==> src/rtl/gpio_cfg_guard.sv <==
module gpio_cfg_guard #(
  parameter int ADDR_W = 12,
  parameter int PORT_W = 8,
  parameter logic [31:0] KEY = 32'h0ACCE551,
  parameter logic [PORT_W-1:0] PAD0_RST = '1
) (
  input  logic              clk,
  input  logic              rst_n,
  input  logic              rd_en,
  input  logic              wr_en,
  input  logic [ADDR_W-1:0] addr,
  input  logic [31:0]       wdata,
  output logic [31:0]       rdata,
  output logic              err,
  output logic [PORT_W-1:0] altfn_sel
);
  localparam int WA = ADDR_W - 2;
  localparam int NPAD = 7;
  localparam logic [11:0] PAD_OFS [NPAD] =
    '{12'h500, 12'h504, 12'h508, 12'h50C, 12'h518, 12'h51C, 12'h528};

  logic [WA-1:0] word;
  logic aligned, alt_hit, lock_hit, cmt_hit, id_hit, mapped, access;
  logic [NPAD-1:0] pad_hit;
  logic [3:0] id_idx;

  logic lock_q;
  logic [PORT_W-1:0] commit_q, altfn_q;
  logic [PORT_W-1:0] pad_q [NPAD];
  logic [31:0] rd_mux;

  assign word     = addr[ADDR_W-1:2];
  assign aligned  = (addr[1:0] == 2'b00);
  assign access   = rd_en | wr_en;
  assign alt_hit  = aligned && word == WA'(12'h420 >> 2);
  assign lock_hit = aligned && word == WA'(12'h520 >> 2);
  assign cmt_hit  = aligned && word == WA'(12'h524 >> 2);
  assign id_idx   = addr[5:2] - 4'd4;
  assign id_hit   = aligned && (&addr[ADDR_W-1:6]) && addr[5:2] >= 4'd4;

  for (genvar g = 0; g < NPAD; g++) begin : g_pad_dec
    assign pad_hit[g] = aligned && word == WA'(PAD_OFS[g] >> 2);
  end

  assign mapped = alt_hit | lock_hit | cmt_hit | id_hit | (|pad_hit);

  function automatic logic [7:0] id_byte(input logic [3:0] i);
    case (i)
      4'd4:  id_byte = 8'h61;
      4'd6:  id_byte = 8'h18;
      4'd7:  id_byte = 8'h01;
      4'd8:  id_byte = 8'h0D;
      4'd9:  id_byte = 8'hF0;
      4'd10: id_byte = 8'h05;
      4'd11: id_byte = 8'hB1;
      default: id_byte = 8'h00;
    endcase
  endfunction

  always_ff @(posedge clk) begin
    if (!rst_n) begin
      lock_q   <= 1'b1;
      commit_q <= '1;
      altfn_q  <= '0;
    end else if (wr_en) begin
      if (lock_hit) lock_q <= (wdata != KEY);
      if (cmt_hit && !lock_q) commit_q <= wdata[PORT_W-1:0];
      if (alt_hit) altfn_q <= (altfn_q & ~commit_q) | (wdata[PORT_W-1:0] & commit_q);
    end
  end

  always_ff @(posedge clk) begin
    for (int i = 0; i < NPAD; i++) begin
      if (!rst_n) pad_q[i] <= (i == 0) ? PAD0_RST : '0;
      else if (wr_en && pad_hit[i]) pad_q[i] <= wdata[PORT_W-1:0];
    end
  end

  always_comb begin
    rd_mux = '0;
    if (lock_hit) rd_mux = {31'd0, lock_q};
    if (cmt_hit)  rd_mux = 32'(commit_q);
    if (alt_hit)  rd_mux = 32'(altfn_q);
    if (id_hit)   rd_mux = {24'd0, id_byte(id_idx)};
    for (int i = 0; i < NPAD; i++)
      if (pad_hit[i]) rd_mux = 32'(pad_q[i]);
  end

  always_ff @(posedge clk) begin
    if (!rst_n) begin
      rdata <= '0;
      err   <= 1'b0;
    end else begin
      if (rd_en) rdata <= rd_mux;
      err <= (access && !mapped) || (wr_en && id_hit);
    end
  end

  assign altfn_sel = altfn_q;
endmodule


==> config.mk <==
export PLATFORM = sky130hd
export DESIGN_NAME = gpio_cfg_guard
export DESIGN_NICKNAME = d
export VERILOG_FILES = /design/src/rtl/gpio_cfg_guard.sv
export SDC_FILE = /design/constraint.sdc
export NUM_CORES = 1
export LEC_CHECK = 0
export CORE_MARGIN = 5
export CORE_UTILIZATION = 50
export CTS_BUF_LIST = sky130_fd_sc_hd__clkbuf_8
export CTS_CLUSTER_SIZE = 14
export DETAILED_ROUTE_END_ITERATION = 8
export PLACE_DENSITY = 0.87
export SLEW_MARGIN = 20
export SYNTH_ARGS = -nofsm -noshare
export SYNTH_HDL_FRONTEND = slang
export SYNTH_SLANG_ARGS = --single-unit
==> constraint.sdc <==
create_clock -name clk -period 3.1 [get_ports clk]
set_input_delay 0.93 -clock clk [delete_from_list [all_inputs] [get_ports clk]]
set_output_delay 0.93 -clock clk [all_outputs]
set_load 0.05 [all_outputs]
## Yosys cells after proc, flatten, opt, wreduce, memory -nomap -nowiden

Memories as Yosys holds them, arrays and structs flattened.
Cells that the tools add are included.

| storage, ports and cells | value |
|---|---|
| register bits after elaboration | 50 |
| RAM bits | 56 |
| input port bits | 48 |
| output and inout bits | 41 |
| logic and storage cells | 114 |
| memories kept | 1 |

Memory list:

| memory | depth | bits a word | rd ports | clocked after memory_dff | write ports | line | RTL |
|---|---|---|---|---|---|---|---|
| pad_q | 7 | 8 | 7 | 0 | 7 | 29 | `logic [PORT_W-1:0] pad_q [NPAD];` |

| operators by class | value |
|---|---|
| add/sub/neg operators | 1 |
| order comparisons | 1 |
| eq/ne operators | 18 |
| mux-type cells | 41 |
| bitwise operators | 16 |
| reduce and logical (&&, ||, !) cells | 31 |

Operators with widths:

| cell | number |
|---|---|
| two-way mux 32 bit | 10 |
| == test 10 x 9 -> 1 bit (second input constant) | 10 |
| two-way mux 8 bit | 7 |
| case mux 8 bit (7 select lines) | 1 |
| != test 32 x 28 -> 1 bit (second input constant) | 1 |
| two-way mux 1 bit | 23 |
| logical AND 1 bit | 22 |
| bitwise AND 8 bit | 2 |
| == test 4 bit (second input constant) | 4 |
| == test 4 x 3 -> 1 bit (second input constant) | 3 |
| bitwise OR 1 bit | 12 |
| inverter 8 bit | 1 |
| bitwise OR 8 bit | 1 |
| OR reduction 7 bit | 1 |
| AND reduction 2 bit | 3 |
| AND reduction 6 bit | 1 |
| >= comparator 4 x 3 -> 1 bit (second input constant) | 1 |
| subtractor 4 x 3 -> 4 bit (second input constant) | 1 |
| zero test 1 bit | 2 |
| zero test 2 bit | 1 |
| logical OR 1 bit | 1 |

## Depth between registers and ports, before layout

| logic depth | value |
|---|---|
| depth in word-level cells | 13 |
| depth in mapped cells | 8 |

## Worst setup path before layout

Ideal clock, no wire load.

| timing | value |
|---|---|
| path kind | input -> register |
| start point | input addr[11] |
| end point | memory pad_q[5][0] (enable) |
| library setup time | 384 ps |
| arrival | 2515 ps |
| required time | 2716 ps |
| slack | 201 ps |
| stages on the path | 6 |
| buffers on the path | 2 |
| cell sequence | nor4b_4 and2_1 buf_6 buf_6 nand2_1 o21ai_0 |

RTL lines:

| element | line | RTL |
|---|---|---|
| start, declared | 11 | `input logic [ADDR_W-1:0] addr,` |
| end, declared | 29 |  |

## Worst setup path in the final report

| timing | value |
|---|---|
| start point | input addr[1] |
| end point | register rdata[1] |

| between the ends | value |
|---|---|
| cells in the longest elaborated chain, start to end | 12 |
| elaborated cells between the ends (all ways) | 22 |

RTL lines:

| element | line | RTL |
|---|---|---|
| zero test 2 bit (*) | 33 | `assign aligned = (addr[1:0] == 2'b00);` |
| logical AND 1 bit | 37 | `assign cmt_hit = aligned && word == WA'(12'h524 >> 2);` |
| two-way mux 32 bit | 82 | `if (cmt_hit) rd_mux = 32'(commit_q);` |
| two-way mux 32 bit | 83 | `if (alt_hit) rd_mux = 32'(altfn_q);` |
| two-way mux 32 bit | 84 | `if (id_hit) rd_mux = {24'd0, id_byte(id_idx)};` |
| two-way mux 32 bit (6 in a row) | 86 | `if (pad_hit[i]) rd_mux = 32'(pad_q[i]);` |
| two-way mux 32 bit (*) | 86 |  |
| end signal, assigned | 94 | `if (rd_en) rdata <= rd_mux;` |
| end, declared | 13 | `output logic [31:0] rdata,` |

Mark *: on every way between the ends. The rest lies on a longest branch, timed or not.
A chain may end at the register's enable or synchronous reset.

==> impl_metrics.csv <==
group,metric,value,unit
drt,drt-met1-wl,6100,um
pwr,power_density,435,nW/um^2
layout,final_area,5910,um^2
drt,routed.top_layer,"met4",
die,pin_count,89,
die,row_count,35,
pwr,p_leak,2.14,nW
timing,hold_violations,0,
clock_network,cts_tree,"done",
yosys,synth_area_leaders,"edfxtp_1, dfxtp_1, and2_1",
drt,wl_met2,7300,um
grt,grt_start_max_net_pins,26,
layout,drive_gt1_share,16.6,%
drt,first_pass_iters,6,
worst_setup_path,crit_type,"primary input to flop",
yosys,netlist_area,4630,um^2
timing,fin_skew,0.0148,ns
worst_setup_path,crit_required,3.34,ns
worst_setup_path,cp.arrival,3.09,ns
place,portBuffers,64,
timing,fmaxAchievable,350,MHz
pwr,peakVddDrop,0.000316,V
yosys,synth_top_area_share,36.3,%
timing,worstMarginPinSlew,0.492,ns
drt,via_per_inst,6.04,
yosys,yosys_warnings,0,
worst_hold_path,hold_class,"flop to flop",
grt,overflow,0,
drt,ant_nets,0,
place,placed_cell_area,5660,um^2
drt,drc,0,
layout,fillerInstances,741,
yosys,syn_area_per_cell,9.89,um^2
die,die_w,106,um
yosys,synth_edf_count,56,
die,die-height,106,um
worst_setup_path,worst_setup_path_end_kind,"flop",
yosys,ys_seq_area_share,47.6,%
clock_network,clkSlewWorstSetupHoldPaths,0.09,ns
die,dieArea,11300,um^2
drt,routed_wirelength,15400,um
worst_setup_path,start_kind,"primary input",
clock_network,cts_setup_buffers,0,
timing,finalCritPeriodShare,92.0,%
place,dpl.hpwl,11900,um
timing,setup-tns-final,0,ns
clock_network,cts_root_buffer,"clkbuf_8",
die,core,9110,um^2
clock_network,cts_hold_buf,0,
grt,grt_first_pass_wirelength,23300,um
layout,n_antenna_cell,0,
clock_network,htreeDepth,3,
clock_network,cts_buffers,9,
die,initial_utilization,50.8,%
yosys,ys.flop_type,"edfxtp_1",
yosys,synthCells,468,
clock_network,insertion_delay,0.36,ns
clock_network,ctsResizeCount,0,
grt,track_usage,27.3,%
timing,rsz0062_at_grt,"false",
drt,drtIter0Drc,386,
yosys,synth_largest_area_cell,"edfxtp_1",
drt,vias,4192,
grt,antenna_found_initial,0,
yosys,synth_seq_cells,82,
timing,slew_viol_final,0,
timing,min_period,2.85,ns
clock_network,clkSinkCount,82,
drt,met3_length,1430,um
layout,nNetsFinal,626,
layout,final_common_cell,"clkdlybuf4s50_1",
layout,postLayoutCoreUtil,64.9,%
status,status,"completed",
yosys,synth.distinct_cells,68,
place,gp_congestion,1.09,
drt,wl_per_cell,22.2,um
worst_setup_path,r2r_slack,1.39,ns
clock_network,clk_path_buf_depth,2,
yosys,async_flop_share,0,%
job,drv_cap,0,
worst_setup_path,path_max_fanout,6,
timing,finalSetupViolCount,0,
layout,mostFrequentLayoutCells,"clkdlybuf4s50_1, buf_4, edfxtp_1, and2_1, nand2_1",
grt,grt_pass1_vias,4094,
layout,areaGrowthSynthToFinish,27.7,%
timing,maxSlewHeadroom,66.4,%
routing by layer:
| layer | vias up | track usage, % |
|---|---|---|
| li1 | 1900 | - |
| met4 | 0 | 11.1 |
| met2 | 264 | 45.1 |
| met3 | 45 | 6.13 |
| met5 | - | 0 |
| met1 | 1983 | 34.7 |
through the flow:
step / total power, W / setup slack [ns] / std cells / hold slack, ns
floorplan: 0.00144 / 0.201 / 491 / 0.468
global route: 0.00264 / 0.201 / 694 / 0.508
detailed placement: 0.00160 / -0.0636 / 678 / 0.463
CTS: 0.00257 / 0.304 / 694 / 0.478
finish: 0.00257 / 0.247 / 694 / 0.472
global placement: 0.00160 / -0.127 / 678 / 0.455
registers in the layout, summed over array words and instances, names as in the netlist, named ones only:
register	count
lock_q	1
commit_q	8
rdata	8
err	1
pad_q	56
critical path: stages:
cell             delay [ns]
clkdlybuf4s50_1        0.47
nor4b_4                0.33
buf_4                  0.19
nand2_2                0.13
a211o_1                0.35
a31o_1                 0.24
a31oi_1                0.35
o31ai_1                0.10
Yosys cell counts (10+ instances only):
cell      instances
clkbuf_1         11
nand2_1          45
nor2_1           27
nor3_1           12
dfxtp_1          26
o21ai_0          15
edfxtp_1         56
mux2i_1          10
nand4_1          10
a21oi_1          13
a21boi_1         10
nand3_1          23
and2_1           50
buf_4            24
buf_2            10
area by class of cell:
type / count / area (um^2) / share of cell area (%)
Timing Repair Buffer: 125 / 1120 / 19.0
Tap cell: 111 / 139 / 2.35
Clock inverter: 6 / 114 / 1.93
Multi-Input combinational cell: 354 / 2170 / 36.7
Clock buffer: 10 / 138 / 2.33
Inverter: 6 / 22.5 / 0.381
Sequential cell: 82 / 2200 / 37.3
cell families after synthesis:
logic type / after synthesis / share of synthesized area, %
simple gates: 222 / 27.7
buf+inv: 55 / 7.33
xor+xnor: 1 / 0.189
mux: 12 / 2.65
other cells: 1 / 0.0810
flops: 82 / 47.6
compound gates: 95 / 14.5
worst paths after layout:
path | from | endpoint | cells past startpoint
setup / recovery | addr[1] | rdata[1] | 8
hold / removal | flop | flop | 2
setup reg to reg | pad_q[3][7] | rdata[7] | 7
hold reg to reg | flop | flop | 2
where the power goes:
part           switching [W]  leakage (nW)  internal (W)  total, W
registers          0.0000200         0.747       0.00120   0.00122
clock network       0.000422         0.130      0.000562  0.000984
logic               0.000228          1.27      0.000135  0.000362
total               0.000670          2.14       0.00190   0.00257
(Power assumes the default switching activity.)
